[src/rtl/apm_pkg.sv]
package apm_pkg;
   localparam int unsigned CODE_W   = 3;
   localparam int unsigned AREA_W   = 2;
   localparam int unsigned MIN_CODE = 1;
   localparam int unsigned MAX_CODE = 6;

   function automatic logic code_enabled(input logic [CODE_W-1:0] code);
      return (code >= CODE_W'(MIN_CODE)) && (code <= CODE_W'(MAX_CODE));
   endfunction
endpackage

[src/rtl/apm_page_decode.sv]
module apm_page_decode
   import apm_pkg::*;
#(
   parameter int unsigned AW = 27
) (
   input  logic [CODE_W-1:0] code,
   output logic              en,
   output logic [AW-1:0]     low_mask
);
   logic [3:0] sh;

   assign en = code_enabled(code);
   assign sh = {1'b0, code} + 4'd1;

   for (genvar gi = 0; gi < AW; gi++) begin : g_mask
      assign low_mask[gi] = en && (gi < 32'(sh));
   end
endmodule

[src/rtl/apm_seq_match.sv]
module apm_seq_match #(
   parameter int unsigned AW        = 27,
   parameter int unsigned ACC_BYTES = 2
) (
   input  logic [AW-1:0] prev_addr,
   input  logic [AW-1:0] cur_addr,
   input  logic [AW-1:0] low_mask,
   output logic          hit
);
   logic [AW-1:0] next_addr;
   logic          seq;
   logic          same_page;

   assign next_addr = prev_addr + AW'(ACC_BYTES);
   assign seq       = (cur_addr == next_addr);
   assign same_page = (((cur_addr ^ prev_addr) & ~low_mask) == '0);
   assign hit       = seq && same_page;
endmodule

[src/rtl/apm_burst_ctrl.sv]
module apm_burst_ctrl
   import apm_pkg::*;
#(
   parameter int unsigned AW        = 27,
   parameter int unsigned ACC_BYTES = 2,
   parameter int unsigned WS_W      = 6,
   parameter int unsigned PWS_W     = 4
) (
   input  logic              clk,
   input  logic              rst_n,
   input  logic [2:0]        cfg_page_code,
   input  logic [WS_W-1:0]   cfg_ws_first,
   input  logic [PWS_W-1:0]  cfg_ws_page,
   input  logic              req_valid,
   input  logic              req_write,
   input  logic [1:0]        req_area,
   input  logic [AW-1:0]     req_addr,
   input  logic              cs0_release,
   output logic              dec_valid,
   output logic              dec_page,
   output logic [WS_W-1:0]   dec_ws,
   output logic              burst_open
);
   localparam int unsigned PAGE_MAX_LOG2 = MAX_CODE + 1;

   if (PWS_W > WS_W) begin : g_bad_ws
      $error("page wait-state width exceeds first wait-state width");
   end
   if ((ACC_BYTES == 0) || ((ACC_BYTES & (ACC_BYTES - 1)) != 0)) begin : g_bad_acc
      $error("ACC_BYTES must be a power of two");
   end
   if (AW <= PAGE_MAX_LOG2) begin : g_bad_aw
      $error("address too narrow for largest page");
   end

   logic          en;
   logic [AW-1:0] low_mask;
   logic [AW-1:0] last_addr;
   logic          hit;
   logic          eligible;
   logic          cont;

   apm_page_decode #(.AW(AW)) i_dec (
      .code     (cfg_page_code),
      .en       (en),
      .low_mask (low_mask)
   );

   apm_seq_match #(.AW(AW), .ACC_BYTES(ACC_BYTES)) i_match (
      .prev_addr (last_addr),
      .cur_addr  (req_addr),
      .low_mask  (low_mask),
      .hit       (hit)
   );

   assign eligible = en && !req_write && (req_area == '0);
   assign cont     = burst_open && !cs0_release && eligible && hit;

   always_ff @(posedge clk or negedge rst_n) begin
      if (!rst_n) begin
         dec_valid  <= 1'b0;
         dec_page   <= 1'b0;
         dec_ws     <= '0;
         burst_open <= 1'b0;
         last_addr  <= '0;
      end else begin
         dec_valid <= req_valid;
         if (req_valid) begin
            dec_page   <= cont;
            dec_ws     <= cont ? WS_W'(cfg_ws_page) : cfg_ws_first;
            burst_open <= eligible;
            last_addr  <= req_addr;
         end else if (cs0_release) begin
            burst_open <= 1'b0;
         end
      end
   end

   // a decision follows every request by one cycle
   a_r1_dec_follows_req: assert property (@(posedge clk) disable iff (!rst_n)
      req_valid |=> dec_valid);
   // decision outputs hold when no request was taken
   a_r1_hold_without_req: assert property (@(posedge clk) disable iff (!rst_n)
      !req_valid |=> ($stable(dec_page) && $stable(dec_ws) && !dec_valid));
   // a page read only follows an open burst
   a_r3_page_needs_open: assert property (@(posedge clk) disable iff (!rst_n)
      (req_valid && !burst_open) |=> !dec_page);
   // page wait-state count fits its narrow field
   a_r3_page_ws_width: assert property (@(posedge clk) disable iff (!rst_n)
      dec_page |-> (dec_ws < WS_W'(1 << PWS_W)));
   // writes and other areas never continue or leave a burst open
   a_r6_r7_close: assert property (@(posedge clk) disable iff (!rst_n)
      (req_valid && (req_write || req_area != 2'd0)) |=> (!dec_page && !burst_open));
   // release with no request closes the burst
   a_r9_release: assert property (@(posedge clk) disable iff (!rst_n)
      (cs0_release && !req_valid) |=> !burst_open);
endmodule

[config.mk]
export PLATFORM = sky130hd
export DESIGN_NAME = apm_burst_ctrl
export DESIGN_NICKNAME = d
export VERILOG_FILES = /design/src/rtl/apm_pkg.sv /design/src/rtl/apm_page_decode.sv /design/src/rtl/apm_seq_match.sv /design/src/rtl/apm_burst_ctrl.sv
export SDC_FILE = /design/constraint.sdc
export NUM_CORES = 1
export LEC_CHECK = 0
export BUFFER_PORTS_ARGS = -buffer_cell sky130_fd_sc_hd__buf_2
export CAP_MARGIN = 25
export CELL_PAD_IN_SITES_DETAIL_PLACEMENT = 0
export CELL_PAD_IN_SITES_GLOBAL_PLACEMENT = 1
export CORE_MARGIN = 3
export CORE_UTILIZATION = 42
export CTS_CLUSTER_SIZE = 10
export DETAILED_ROUTE_END_ITERATION = 12
export HOLD_SLACK_MARGIN = 0.03
export PLACE_DENSITY = 0.81
export SETUP_SLACK_MARGIN = 0.02
export SYNTH_ARGS = -nofsm -noshare
export SYNTH_HDL_FRONTEND = slang
export SYNTH_HIERARCHICAL = 1
export SYNTH_SLANG_ARGS = --single-unit
[constraint.sdc]
create_clock -name clk -period 4.3 [get_ports clk]
set_input_delay 0.645 -clock clk [delete_from_list [all_inputs] [get_ports clk]]
set_output_delay 0.645 -clock clk [all_outputs]
set_load 0.005 [all_outputs]
==> key figures, run 1 <==
Status
  • Status: complete, no violations

Floorplan
  • Chip width: 89.2 um
  • Die area: about 8000 um^2
  • Die Y: ~90 um
  • Initial core utilization: 0.445
  • FP Rows: 29
  • Core ar.: about 6500 um^2
  • I/O Pins: 56

Final layout
  • Final-layout fill cell count: between 600 and 700
  • Area Growth Syn to Fin: 12.1%
  • Final #Nets: 420
  • Antenna cells: 0
  • Fraction of layout cells with a size suffix above 1: 0.276

Clocking
  • Total CTS buffers: 5
  • Cts repair resizes: 0
  • CTS tree: yes
  • Reg clk slew, reported paths: about 0.080 ns
  • H-tree levels: 2
  • Clock sink total: 36
  • Setup Fix Bufs, Post-CTS: 0
  • Clock latency on the worst-skew pair: between 0.2 and 0.3 ns
  • # hold bufs at CTS: 0
  • Max clock buf depth: 2
  • Root buf cell: clkbuf_8

Global routing
  • Largest net degree at the start of global routing: 43
  • Gr usage total: 0.183
  • Initial antenna violation count: 0
  • First-pass GRT wire length: between 10000 and 15000 um
  • Final global-route overflow total: 0
  • Vias in the first global route: ~2300

Synthesis
  • Compound-Gate Fraction of Synth Area: 0.158
  • Yosys synthesis warning count: 6
  • Syn avg cell area: a little over 9 um^2
  • Top_reg_cell synth: dfrtp_1
  • Area contributors post-synth: dfrtp_1, mux2_2, xnor2_1, buf_4, nor2_1
  • Post-Synth Adder-Cell Area: 0.0172
  • Largest family of logic cells by synthesized area: simple AND/OR/NAND/NOR gates
  • Library cells used by synthesis: 60
  • Post-synth EDFFs: 0
  • Post-Synth Simple-Gate Area: 0.196
  • Mapped Cells: ~320
  • Post-synthesis xor/xnor area fraction: 0.108
  • Asr flop ratio synth: 1.00
  • Mapped Area: between 2000 and 3000 um^2
  • Yosys reg bits: 36
  • Post-synth top area share: 0.310
  • Register area share after synthesis: 0.310
  • Multiplexer area fraction after synthesis: 0.129
  • Synth area leader: dfrtp_1

Power
  • Gate power share: 0.274
  • Power per standard cell area: 284 nW/um^2
  • Clk network pwr share: 0.283
  • Seq pwr share: 0.443
  • Internal Power: a little over 0.6 mW
  • Final total power: approximately 0.9 mW
  • Peak ir drop on the vdd network: 0.158 mV
  • Leak: 1.40 nW
  • Psw: 0.304 mW
  • Net switching share of the total power: 0.328

STA
  • Maximum clock rate: 0.274 GHz
  • RSZ-0062 raised after global routing: no
  • Worst Max-Slew Pin Slew: between 0.8 and 0.9 ns
  • Final setup viols: 0
  • Final Cycle Share: 0.849
  • Final Skew: ~0.0040 ns
  • Setup TNS: 0 ns
  • Final Hold Viols: 0
  • Max-slew violations: 0
  • Tmin final: 3.65 ns
  • Slew margin rel.: 0.408

Placed design
  • Dpl hpwl: 5170 um
  • Gpl congestion: about 0.86
  • Port buffer count: 55

Drt
  • Drt total wl: ~6800 um
  • Final ANT Viol Nets: 0
  • Vias per Instance: ~5.4
  • Initial DRC Count: between 100 and 150
  • Via count: 2425
  • DR WL/cell: roughly 15 um
  • Drt pass-1 iters: 4
  • # DRC: 0

Setup path
  • Reg2reg start: last_addr[1]
  • Setup slack, reg-to-reg: around 0.7 ns
  • Worst setup startpoint: cfg_page_code[1]
  • CP Launch Type: primary input
  • Worst EP required: between 4 and 5 ns
  • Critical path class: in -> reg
  • Worst EP arrival: a little under 4 ns
  • Endpoint class of the critical path: register
  • CP max FO: 13
  • R2R depth: 11
  • RR Endpoint: dec_ws[0]

Worst hold path
  • HP Class: in -> async

Run
  • Max-cap viol count: 0
logic make-up (layout without fill, tap and decap cells):
| logic type | count (synthesis) | after routing |
|---|---|---|
| compound gates | 66 | 66 |
| flops | 36 | 36 |
| simple gates | 99 | 99 |
| mux | 34 | 34 |
| fa+ha+maj | 4 | 4 |
| xor+xnor | 36 | 36 |
| buf+inv | 45 | 83 |
| other cells | 1 | 12 |
cell usage in the layout, fill, tap and decap left out, types with 6 or more instances in the layout:
| master | count |
|---|---|
| nand2_1 | 16 |
| xnor2_1 | 31 |
| conb_1 | 12 |
| inv_1 | 19 |
| o21ai_0 | 11 |
| o22ai_1 | 12 |
| dfrtp_1 | 36 |
| buf_2 | 55 |
| mux2i_1 | 6 |
| clkbuf_8 | 6 |
| mux2_2 | 28 |
| nor2_1 | 24 |
| nand3_1 | 6 |
| a21oi_1 | 15 |
worst max path at each step:
stage / endpoint / depth (start not counted)
finish: dec_ws[0] / 14
floorplan: dec_ws[0] / 15
CTS: dec_ws[1] / 15
detailed placement: dec_ws[0] / 15
global placement: dec_ws[3] / 15
global route: dec_ws[4] / 14
cell type report:
class / instances / area (um^2) / share of cell area
well taps: 77 / 96.3 / 0.0295
multi-input cells: 251 / 1820 / 0.557
repair buffers: 56 / 283 / 0.0867
clock inverters: 1 / 7.51 / 0.00230
clock buffers: 7 / 86.3 / 0.0265
flip-flops and latches: 36 / 901 / 0.276
inverters: 19 / 71.3 / 0.0219
per-stage QoR:
stage / setup WS, ns / std cells / area (um^2) / util / hold slack (ns)
2_1_floorplan: 0.803 / 332 / 2950 / - / 0.349
6_report: 0.647 / 447 / 3260 / 0.499 / 0.445
4_1_cts: 0.652 / 447 / 3260 / 0.499 / 0.483
3_3_place_gp: 0.473 / 439 / 3170 / 0.485 / 0.500
5_1_grt: 0.353 / 447 / 3260 / 0.499 / 0.517
3_5_place_dp: 0.351 / 439 / 3170 / 0.485 / 0.490
power by group through the flow:
stage,Sequential (mW),Clock [mW],Combinational (mW)
2_1_floorplan,0.404,0,0.192
3_3_place_gp,0.415,0,0.252
3_5_place_dp,0.417,0,0.255
4_1_cts,0.410,0.271,0.256
5_1_grt,0.417,0.287,0.285
6_report,0.410,0.263,0.254
flip-flops by register name, summed over array words and instances (netlist names):
name        cells
last_addr      27
dec_ws          6
burst_open      1
dec_page        1
dec_valid       1
routing by layer:
metal  routed length (um)  part of all wire  vias to the layer above  track usage
met5                    0                 0                        -            0
met4                   36            0.0053                        0       0.0365
met3                  378             0.056                        4       0.0442
met2                 3120              0.46                       62        0.296
met1                 3260              0.48                     1127        0.249
li1                     -                 -                     1232            -
critical path, cell delays in order:
cell       delay [ns]
buf_2            0.20
ha_1             0.33
nand4_2          0.25
nor3_1           0.20
inv_1            0.07
a2bb2oi_1        0.12
o221ai_1         0.11
or4_1            0.54
nor4_1           0.26
o2111ai_1        0.19
a211oi_2         0.24
nand3b_1         0.26
o31a_1           0.31
a21oi_1          0.15
cells in the mapped netlist, types with 5 or more instances:
cell type / instances
dfrtp_1: 36
xnor2_1: 31
mux2_2: 28
nor2_1: 24
inv_1: 19
nand2_1: 16
a21oi_1: 15
buf_4: 13
o22ai_1: 12
o21ai_0: 11
buf_2: 6
mux2i_1: 6
nand3_1: 6
nor4_1: 5
xor2_1: 5
Power figures use the tool's default switching activity.
==> run 2, diff against run 1 <==
CORE_UTILIZATION = 38   (was 42)
PLACE_DENSITY = 0.78   (was 0.81)
clock period = 3 ns   (was 4.3 ns; I/O delays follow)
==> key figures, run 2 (synthesis gave the netlist of run 1 again) <==
Floorplan
  • Initial core utilization: 0.397
  • I/O Pins: 56
  • Die Y: ~93 um
  • FP Rows: 31
  • Chip width: between 90 and 100 um
  • Core ar.: 7330 um^2
  • Die area: slightly below 9000 um^2

Final layout
  • Antenna cells: 0
  • Final #Nets: about 460
  • Most frequent cells in the layout: buf_2, buf_4, dfrtp_1
  • Final-layout fill cell count: 710
  • Commonest non-fill, non-tap cell in the layout: buf_2
  • Final non-filler cell total: between 500 and 600
  • Biggest register: last_addr
  • Final Util: 0.509
  • Area Growth Syn to Fin: 28.4%
  • Fraction of layout cells with a size suffix above 1: 0.386
  • Sequential cell area: 901 um^2
  • Multi-input gate area: 1920 um^2
  • Number of flip-flops in the largest register: 27
  • Final Instance Area: around 3700 um^2
  • Biggest regs: last_addr (27), dec_ws (6)

Run
  • Max-cap viol count: 0

STA
  • Maximum clock rate: 0.331 GHz
  • Final setup viols: 1
  • RSZ-0062 raised after global routing: yes
  • Final Cycle Share: 1.01
  • Slew margin rel.: 0.380
  • Setup TNS: -0.0183 ns
  • Final Hold Viols: 0
  • Worst Max-Slew Pin Slew: between 0.9 and 1 ns
  • Final Skew: roughly 0.01 ns
  • Worst setup margin: -0.0183 ns
  • Tmin final: 3.02 ns
  • WHS: 0.262 ns
  • Max-slew violations: 0

Global routing
  • First-pass GRT wire length: approximately 12000 um
  • Gr usage total: 0.173
  • Initial antenna violation count: 0
  • Final global-route overflow total: 0
  • Largest net degree at the start of global routing: 43
  • Vias in the first global route: roughly 2600

Setup path
  • Worst path cell trace: ha_4 > nand3_4 > or4_4 > or3_4 > a221oi_2 > o2111a_1 > o2111ai_2 > a211oi_2 > nand3b_1 > buf_6 > o31a_1 > a21oi_2
  • Critical path class: reg -> reg
  • CP max-delay cell: or4_4
  • CP max FO: 9
  • Slowest Stage Delay on Critical Path: between 0.4 and 0.5 ns
  • Worst EP arrival: about 3.2 ns
  • Worst Path Buf+Inv: 1
  • CP Launch Type: register
  • Top Family by Delay on Critical Path: compound AO/OA/AOI/OAI gates
  • Endpoint class of the critical path: register
  • Worst EP required: 3.22 ns

Placed design
  • Placed cell count: ~500
  • Area after DPL: 3540 um^2
  • DP Worst Slack: -0.329 ns
  • Port buffer count: 55
  • Gpl congestion: 0.931
  • Dpl hpwl: 5650 um

Clocking
  • Clock sink total: 36
  • Reg clk slew, reported paths: about 0.080 ns
  • H-tree levels: 2
  • Total CTS buffers: 5
  • Clock latency on the worst-skew pair: ~0.29 ns
  • Root buf cell: clkbuf_8
  • Max clock buf depth: 2
  • CTS tree: yes

Drt
  • Final ANT Viol Nets: 0
  • Via count: 2632
  • Drt total wl: ~7400 um
  • Drt pass-1 iters: 4
  • Vias per Instance: approximately 5.2
  • DR WL/cell: 14.4 um
  • Initial DRC Count: 124
  • # DRC: 0

Worst hold path
  • HP Class: in -> async

Power
  • Leak: 1.64 nW
  • Power per standard cell area: between 300 and 400 nW/um^2
  • Final total power: around 1.5 mW
  • Peak ir drop on the vdd network: between 0.2 and 0.3 mV

Status
  • Status: finished, violations left
  • Failing checks: negative setup slack
## run 2: cell types whose count changed in the layout (fill, tap and decap cells not counted), moves of 2 or more
cell     previous run  this run
or4_1               3         1
ha_4                0         2
or4_4               0         3
nor4_1              5         3
ha_1                4         2
a21oi_2             0         2
buf_6               0         2
or3_1               3         1
buf_4               1        41
a21oi_1            15        13
or3_4               1         3
## run 2: worst paths after layout
path | start | end | slack [ns] | cells after the start
min in group clk | cfg_ws_first[4] | dec_ws[4] | 0.38 | 3
min reg2reg | dec_page | dec_page | 0.52 | 1
min | rst_n | last_addr[8] | 0.26 | 1
max | last_addr[2] | dec_ws[0] | -0.02 | 12
max in group asynchronous | rst_n | dec_ws[3] | 2.19 | 1
max reg2reg | last_addr[2] | dec_ws[0] | -0.02 | 12
## run 2: area by class of cell
class / instances / share of cell area
flip-flops and latches: 36 / 0.241
well taps: 99 / 0.0332
multi-input cells: 251 / 0.515
clock buffers: 5 / 0.0184
clock inverters: 3 / 0.0114
repair buffers: 98 / 0.162
inverters: 19 / 0.0191
## run 2: report_power, final
group	switching (mW)	leakage (nW)	total, mW	internal [mW]
Combinational	0.234	1.16	0.469	0.235
Sequential	0.0422	0.424	0.572	0.530
Clock	0.195	0.0541	0.441	0.246
## run 2: layer usage
layer	routed length [um]	share of wire	global-route usage	up-vias
met5	0	0	0	-
met4	124	0.017	0.0403	0
met3	435	0.059	0.0378	12
met2	3250	0.44	0.278	70
met1	3560	0.48	0.238	1231
li1	-	-	-	1319
## run 2: timing repair
item                       CTS  global route
resized for setup            1            10
setup endpoints to repair    7             7
pin swaps                    1             0
hold buffers                 0             0
setup buffers                2             2
